[src/rtl/slice_route_pkg.sv]
package slice_route_pkg;

  localparam int DATA_W = 4;
  localparam int WORDS  = 16;

  typedef enum logic [2:0] {
    DST_QLOAD  = 3'd0,
    DST_NONE   = 3'd1,
    DST_WRA    = 3'd2,
    DST_WRF    = 3'd3,
    DST_DNBOTH = 3'd4,
    DST_DNRAM  = 3'd5,
    DST_UPBOTH = 3'd6,
    DST_UPRAM  = 3'd7
  } destT;

  typedef struct packed {
    logic ramWrite;
    logic qLoad;
    logic shiftDown;
    logic shiftUp;
    logic ySelA;
  } strobeT;

endpackage

[src/rtl/slice_dest_decode.sv]
module slice_dest_decode
  import slice_route_pkg::*;
(
  input  logic [2:0] dest,
  input  logic       writeEn,
  output strobeT     strb
);

  destT code;

  always_comb begin
    code           = destT'(dest);
    strb           = '0;
    unique case (code)
      DST_QLOAD:  strb.qLoad = 1'b1;
      DST_NONE:   ;
      DST_WRA:    begin strb.ramWrite = writeEn; strb.ySelA = 1'b1; end
      DST_WRF:    strb.ramWrite = writeEn;
      DST_DNBOTH: begin strb.ramWrite = writeEn; strb.qLoad = 1'b1; strb.shiftDown = 1'b1; end
      DST_DNRAM:  begin strb.ramWrite = writeEn; strb.shiftDown = 1'b1; end
      DST_UPBOTH: begin strb.ramWrite = writeEn; strb.qLoad = 1'b1; strb.shiftUp = 1'b1; end
      DST_UPRAM:  begin strb.ramWrite = writeEn; strb.shiftUp = 1'b1; end
      default:    ;
    endcase
  end

  // a shift has exactly one direction
  always_comb begin
    a_r6_one_direction: assert (!(strb.shiftDown && strb.shiftUp));
  end

endmodule

[src/rtl/slice_datapath.sv]
module slice_datapath
  import slice_route_pkg::*;
#(
  parameter int W     = DATA_W,
  parameter int DEPTH = WORDS,
  localparam int AW   = $clog2(DEPTH)
) (
  input  logic          clk,
  input  logic          rstN,
  input  strobeT        strb,
  input  logic [AW-1:0] aAddr,
  input  logic [AW-1:0] bAddr,
  input  logic          outEnN,
  input  logic [W-1:0]  fIn,
  input  logic          ramLsbIn,
  input  logic          ramMsbIn,
  input  logic          qLsbIn,
  input  logic          qMsbIn,
  output logic [W-1:0]  aData,
  output logic [W-1:0]  bData,
  output logic [W-1:0]  qData,
  output logic [W-1:0]  yOut,
  output logic          yOe,
  output logic          ramLsbOut,
  output logic          ramLsbOe,
  output logic          ramMsbOut,
  output logic          ramMsbOe,
  output logic          qLsbOut,
  output logic          qLsbOe,
  output logic          qMsbOut,
  output logic          qMsbOe
);

  logic [DEPTH-1:0][W-1:0] mem;
  logic [W-1:0]            qReg;
  logic [W-1:0]            ramNext;
  logic [W-1:0]            qNext;

  // Shifter in front of the register file
  always_comb begin
    if (strb.shiftDown)      ramNext = {ramMsbIn, fIn[W-1:1]};
    else if (strb.shiftUp)   ramNext = {fIn[W-2:0], ramLsbIn};
    else                     ramNext = fIn;
  end

  // Shifter in front of Q
  always_comb begin
    if (strb.shiftDown)      qNext = {qMsbIn, qReg[W-1:1]};
    else if (strb.shiftUp)   qNext = {qReg[W-2:0], qLsbIn};
    else                     qNext = fIn;
  end

  // One write port per word, selected by the B address
  for (genvar gi = 0; gi < DEPTH; gi++) begin : g_word
    always_ff @(posedge clk or negedge rstN) begin
      if (!rstN)                                    mem[gi] <= '0;
      else if (strb.ramWrite && bAddr == AW'(gi))   mem[gi] <= ramNext;
    end
  end

  always_ff @(posedge clk or negedge rstN) begin
    if (!rstN)           qReg <= '0;
    else if (strb.qLoad) qReg <= qNext;
  end

  // Reads see stored state only, so a word being written shows its old value
  assign aData = mem[aAddr];
  assign bData = mem[bAddr];
  assign qData = qReg;

  assign yOut = strb.ySelA ? aData : fIn;
  assign yOe  = ~outEnN;

  assign ramLsbOut = fIn[0];
  assign ramMsbOut = fIn[W-1];
  assign qLsbOut   = qReg[0];
  assign qMsbOut   = qReg[W-1];
  assign ramLsbOe  = strb.shiftDown;
  assign qLsbOe    = strb.shiftDown;
  assign ramMsbOe  = strb.shiftUp;
  assign qMsbOe    = strb.shiftUp;

  // an unshifted Q load takes F
  a_r1_q_takes_f: assert property (@(posedge clk) disable iff (!rstN)
    (strb.qLoad && !strb.shiftDown && !strb.shiftUp) |=> (qReg == $past(fIn)));

  // Q holds when not loaded
  a_r2_q_holds: assert property (@(posedge clk) disable iff (!rstN)
    !strb.qLoad |=> $stable(qReg));

  // no write strobe, no change in the file
  a_r9_file_holds: assert property (@(posedge clk) disable iff (!rstN)
    !strb.ramWrite |=> $stable(mem));

  // down shift brings the MSB fill into the written word
  a_r4_down_fill: assert property (@(posedge clk) disable iff (!rstN)
    (strb.ramWrite && strb.shiftDown) |=> (mem[$past(bAddr)][W-1] == $past(ramMsbIn)));

  // Y is released when the output enable is high
  a_r10_y_released: assert property (@(posedge clk) disable iff (!rstN)
    outEnN |-> !yOe);

  // LSB and MSB drivers of one shifter are never on together
  a_r6_ends_exclusive: assert property (@(posedge clk) disable iff (!rstN)
    !(ramLsbOe && ramMsbOe) && !(qLsbOe && qMsbOe));

endmodule

[src/rtl/slice_store_route.sv]
module slice_store_route
  import slice_route_pkg::*;
(
  input  logic       clk,
  input  logic       rstN,
  input  logic [3:0] aAddr,
  input  logic [3:0] bAddr,
  input  logic [2:0] dest,
  input  logic       writeEn,
  input  logic       outEnN,
  input  logic [3:0] fIn,
  input  logic       ramLsbIn,
  input  logic       ramMsbIn,
  input  logic       qLsbIn,
  input  logic       qMsbIn,
  output logic [3:0] aData,
  output logic [3:0] bData,
  output logic [3:0] qData,
  output logic [3:0] yOut,
  output logic       yOe,
  output logic       ramLsbOut,
  output logic       ramLsbOe,
  output logic       ramMsbOut,
  output logic       ramMsbOe,
  output logic       qLsbOut,
  output logic       qLsbOe,
  output logic       qMsbOut,
  output logic       qMsbOe
);

  strobeT strb;

  slice_dest_decode u_decode (
    .dest    (dest),
    .writeEn (writeEn),
    .strb    (strb)
  );

  slice_datapath #(.W(DATA_W), .DEPTH(WORDS)) u_path (
    .clk       (clk),
    .rstN      (rstN),
    .strb      (strb),
    .aAddr     (aAddr),
    .bAddr     (bAddr),
    .outEnN    (outEnN),
    .fIn       (fIn),
    .ramLsbIn  (ramLsbIn),
    .ramMsbIn  (ramMsbIn),
    .qLsbIn    (qLsbIn),
    .qMsbIn    (qMsbIn),
    .aData     (aData),
    .bData     (bData),
    .qData     (qData),
    .yOut      (yOut),
    .yOe       (yOe),
    .ramLsbOut (ramLsbOut),
    .ramLsbOe  (ramLsbOe),
    .ramMsbOut (ramMsbOut),
    .ramMsbOe  (ramMsbOe),
    .qLsbOut   (qLsbOut),
    .qLsbOe    (qLsbOe),
    .qMsbOut   (qMsbOut),
    .qMsbOe    (qMsbOe)
  );

  // no end pin is driven for the unshifted codes
  a_r7_no_shift_quiet: assert property (@(posedge clk) disable iff (!rstN)
    (dest <= 3'd3) |-> !(ramLsbOe || ramMsbOe || qLsbOe || qMsbOe));

endmodule

[config.mk]
export PLATFORM = sky130hd
export DESIGN_NAME = slice_store_route
export DESIGN_NICKNAME = d
export VERILOG_FILES = /design/src/rtl/slice_route_pkg.sv /design/src/rtl/slice_dest_decode.sv /design/src/rtl/slice_datapath.sv /design/src/rtl/slice_store_route.sv
export SDC_FILE = /design/constraint.sdc
export NUM_CORES = 1
export LEC_CHECK = 0
export BUFFER_PORTS_ARGS = -buffer_cell sky130_fd_sc_hd__clkbuf_2
export CAP_MARGIN = 15
export CORE_MARGIN = 5
export CORE_UTILIZATION = 59
export DETAILED_ROUTE_END_ITERATION = 10
export PLACE_DENSITY = 0.83
export SLEW_MARGIN = 20
export SYNTH_ARGS = -nofsm -noshare
export SYNTH_HDL_FRONTEND = slang
export SYNTH_SLANG_ARGS = --single-unit
[constraint.sdc]
create_clock -name clk -period 1.8 [get_ports clk]
set_clock_uncertainty 0.1 [all_clocks]
set_input_delay 0.18 -clock clk [delete_from_list [all_inputs] [get_ports clk]]
set_output_delay 0.18 -clock clk [all_outputs]
set_load 0.1 [all_outputs]
# Yosys cells after proc, flatten, opt, wreduce, memory -nomap -nowiden
# Index checks and enable logic that the tools add are counted.
# Widths: inputs -> output; s select.
# totals
input_bits	23
out_inout_bits	25
regBits	68
word_cells	77
# classes
order_cmp	2
muxes	14
n_reduce_logical	22
n_bitwise	1
n_eq_ne	21
# op_table
operator	count
$bmux 4 s4	2
$eq 4x4->1 const B	8
$mux 4	7
$eq 4x3->1 const B	4
$logic_and 1x1->1	16
$eq 3x3->1 const B	4
$lt 4x5->1 const B	2
$eq 4x2->1 const B	2
$eq 3x2->1 const B	2
$reduce_or 6->1	1
$mux 1	5
$eq 4x1->1 const B	1
$logic_not 4->1	1
$reduce_or 2->1	2
$logic_not 3->1	1
$reduce_or 3->1	1
$not 1->1	1

# Longest topological paths before layout
# depth
ltp_word	5
ltp_mapped	6
ltp_nobuf	4

# Cells and area by module
# A second synthesis with hierarchy kept.
# unflattened
cells_unflattened	301
area_unflattened_um2	4058.9
# modules_own_cells
module	cells_per_inst	area_per_inst_um2	instances
slice_datapath	295	4015.1	1
slice_dest_decode	6	43.8	1

# Least setup slack after synthesis
# OpenSTA, ideal clock, no wires.
# synth_timing
path_type	in2out
start	in dest[1]
end	out yOut[0]
path_slack_ns	-1.170
required_ns	1.520
t_arrival_ns	2.690
path_stages	4
cell_sequence	buf_2 -> or3b_1 -> or2_2 -> o221ai_1
# synth_via
elab_chain_len	3
# synth_rtl
item	line_no	text
start: declaration	slice_store_route.sv:8	input logic [2:0] dest,
$eq 3x2->1	slice_dest_decode.sv:14	unique case (code)
$mux 1	slice_dest_decode.sv:14	
$mux 4	slice_datapath.sv:71	assign yOut = strb.ySelA ? aData : fIn;
end: declaration	slice_store_route.sv:19	output logic [3:0] yOut,
# No other way between the ends.

# Worst setup path after layout
# layout_timing
start	reg u_path.mem[56] in the netlist's numbering
end	out bData[0]
# layout_via
elab_chain_len	2
# layout_rtl
item	line_no	text
start: declaration	slice_datapath.sv:34	logic [DEPTH-1:0][W-1:0] mem;
start signal: indexed assignment	slice_datapath.sv:57	else if (strb.ramWrite && bAddr == AW'(gi)) mem[gi] <= ramNext;
$bmux 4 s4	slice_datapath.sv:68	assign bData = mem[bAddr];
$mux 4 (implied by the code)	slice_datapath.sv:68	
end: declaration	slice_store_route.sv:17	output logic [3:0] bData,
# No other way between the ends. The select of a mux whose other input is x is not followed.

==> results.toml <==
[clock_tree]
clkTransAtPathRegs_ns = 0.08
clockBufferDepth = 2
clk_latency_ns = 0.35
clock-root-buffer = "clkbuf_8"
cts_sinks = 68
htree_num_levels = 3
cts_tree = "done"
cts_buffers = 9

[setup_path]
cp-start-kind = "flip-flop"
crit_path_frequent_cell = "mux4_2"
worst_path_dominant_cell_family = "multiplexers"
r2r-end = "u_path.qData[1]"
cp_data_arrival_time_ns = 1.96
slowest_delay_ns = 0.52
cp-startpoint = "u_path.mem[56]"
path_cells = "mux4_2 > mux4_2 > buf_12"
worst_ep_required_time_ns = 1.52
r2r_slack_ns = 0.56
worst-path-stages = 3
worstRegToRegCells = 3
crit_slowest_cell = "mux4_2"
r2r_start = "u_path.qData[0]"
crit_end = "bData[0]"
path_buf_inv = 1
crit_fanout = 3
worst_setup_path_end_kind = "primary output"
critical_path_class = "flip-flop to primary output"

[timing]
finalMaxSlewViolations = 0
holdWs_ns = 0.0814
rsz0062_at_grt = "yes"
fmax_mhz = 446
worst_slew_pin_slew_ns = 1.16
finalHoldViolCount = 0
relSlewSlack = 0.228
finalSetupViolCount = 12
min_period_over_period = 1.25
setup_ws_ns = -0.444
fin_crit_ns = 2.24

[synthesis]
synth-async-reset-ratio = 1.00
synth_top_area_share = 0.424
synth_fp_nets = 312
seq_area_frac_synth = 0.424
synth_warnings = 0
synth_cell_types = 29
synthTopCellsByCount = "dfrtp_1, mux2_2, mux4_2"
synth.cell_area_mm2 = 0.00401
avgSynthCellArea_um2 = 13.9
netlist_top_cells_area = "dfrtp_1, mux2_2, mux4_2, mux4_1, mux2i_1"
synth_edf_count = 0
synth_flop_cell = "dfrtp_1"
synth_cells = 289
ys_ff_latch = 68
synth_top_area_cell = "dfrtp_1"

[global_route]
grt_pass1_wl_um = 18400
grt_pass1_vias = 3258
grt_max_degree = 29
gr-total-overflow = 0
antenna_found_initial = 0
grt_use_total = 0.289

[floorplan]
fp.dieH_um = 92.5
initial_utilization = 0.597
core_area_mm2 = 0.00672
die_w_um = 92.5
ioPinCount = 48
die_area_mm2 = 0.00855
num_rows = 30

[final_layout]
finalCoreUtilization = 0.778
seq_area_mm2 = 0.00170
drive_above_1_share = 0.660
multi_input_area_mm2 = 0.00238
n_antenna_cell = 0
area.growth.synth_to_final_pct = 30.3
fin_nets = 383
final_cell_count_no_fill = 445
fillers = 344

[placement]
place_congestion = 0.850
dpl.cell_count = 422
io_buffers = 47
hpwl_um = 7810

[job]
maxCapViolations = 0

[detailed_routing]
via_count = 3050
drtPass1Iterations = 5
vias_per_cell = 6.85
routedWlPerCell_um = 26.1
wirelength_um = 11600
drt_iter0_drc = 399
antenna_left = 0
route.detailed.drc = 0

[power_and_ir_drop]
fin_total_pwr_mw = 6.52
p_per_area_mw_per_mm2 = 1250
p_leak_nw = 2.20
irDropWorstVdd_mv = 0.854

[run_status]
status = "complete, but fails checks"
violations = "setup timing"

[worst_hold_path]
min_path_type = "input pin to flip-flop"
==> state kept, by name (all words and copies together) (netlist names) <==
signal        flops
u_path.qData      4
u_path.mem       64
==> metrics by stage <==
stage	setup TNS [ns]	worst slack (ns)	cell area, um^2
after floorplan	-0.776	-0.131	4260
after global placement	-7.02	-0.182	4880
after detailed placement	-9.43	-0.203	4880
after CTS	-5.00	-0.450	5190
after global routing	-5.63	-0.514	5230
final	-4.99	-0.444	5230
==> layer usage <==
layer,global-route usage,share of wire
met1,0.363,0.36
met5,0,0
met3,0.0552,0.089
met2,0.476,0.51
met4,0.156,0.045
==> kinds of logic after synthesis <==
kind of cell,count (synthesis),synth area share
mux,112,0.424
flops,68,0.424
simple gates,54,0.0680
buf+inv,29,0.0421
compound gates,26,0.0418
==> report_power, final <==
part | leakage (nW) | switching (mW) | internal (mW)
Clock | 0.117 | 0.638 | 0.832
Sequential | 0.831 | 0.441 | 1.94
Combinational | 1.25 | 1.41 | 1.26
Total | 2.20 | 2.49 | 4.03
==> worst register-to-register path: stages (launching register included) <==
cell and delay (ns):
dfrtp_1 0.44, mux2_2 0.28, a22oi_1 0.17, o21ai_0 0.13
==> cell usage in the layout (no fill, tap or decap), drive strengths merged, types with 5 or more instances in the layout <==
| cell | instances |
|---|---|
| mux2 | 68 |
| dfrtp | 68 |
| buf | 54 |
| clkbuf | 41 |
| mux4 | 36 |
| nor2 | 21 |
| a22oi | 8 |
| mux2i | 8 |
| a21oi | 8 |
| nor3 | 8 |
| nor2b | 6 |
| and2 | 5 |
| nand2 | 5 |
| o21ai | 5 |
| inv | 5 |
==> worst min path at each step <==
stage	startpoint	to	slack, ns	depth (start not counted)
floorplan	rstN	u_path.mem[0]	-0.22	0
global placement	rstN	u_path.mem[8]	0.07	1
detailed placement	rstN	u_path.mem[0]	0.08	1
CTS	qLsbIn	u_path.qData[0]	0.07	4
global route	qLsbIn	u_path.qData[0]	0.09	4
finish	qLsbIn	u_path.qData[0]	0.08	4
==> cell type report <==
class,count,share of cell area
Multi-Input combinational cell,192,0.456
Timing Repair Buffer,86,0.153
Tap cell,80,0.0191
Clock inverter,6,0.0182
Clock buffer,10,0.0263
Sequential cell,68,0.326
Inverter,3,0.00215
==> what timing repair did <==
action,in CTS,in global routing
buffers inserted,3,3
pin swaps,5,5
setup endpoints to repair,12,12
gates resized for setup,21,5
hold buffers,1,0
endpoints found under the hold margin,16,0
cloned,0,0
Note: power is estimated with default switching activity, not from simulation.
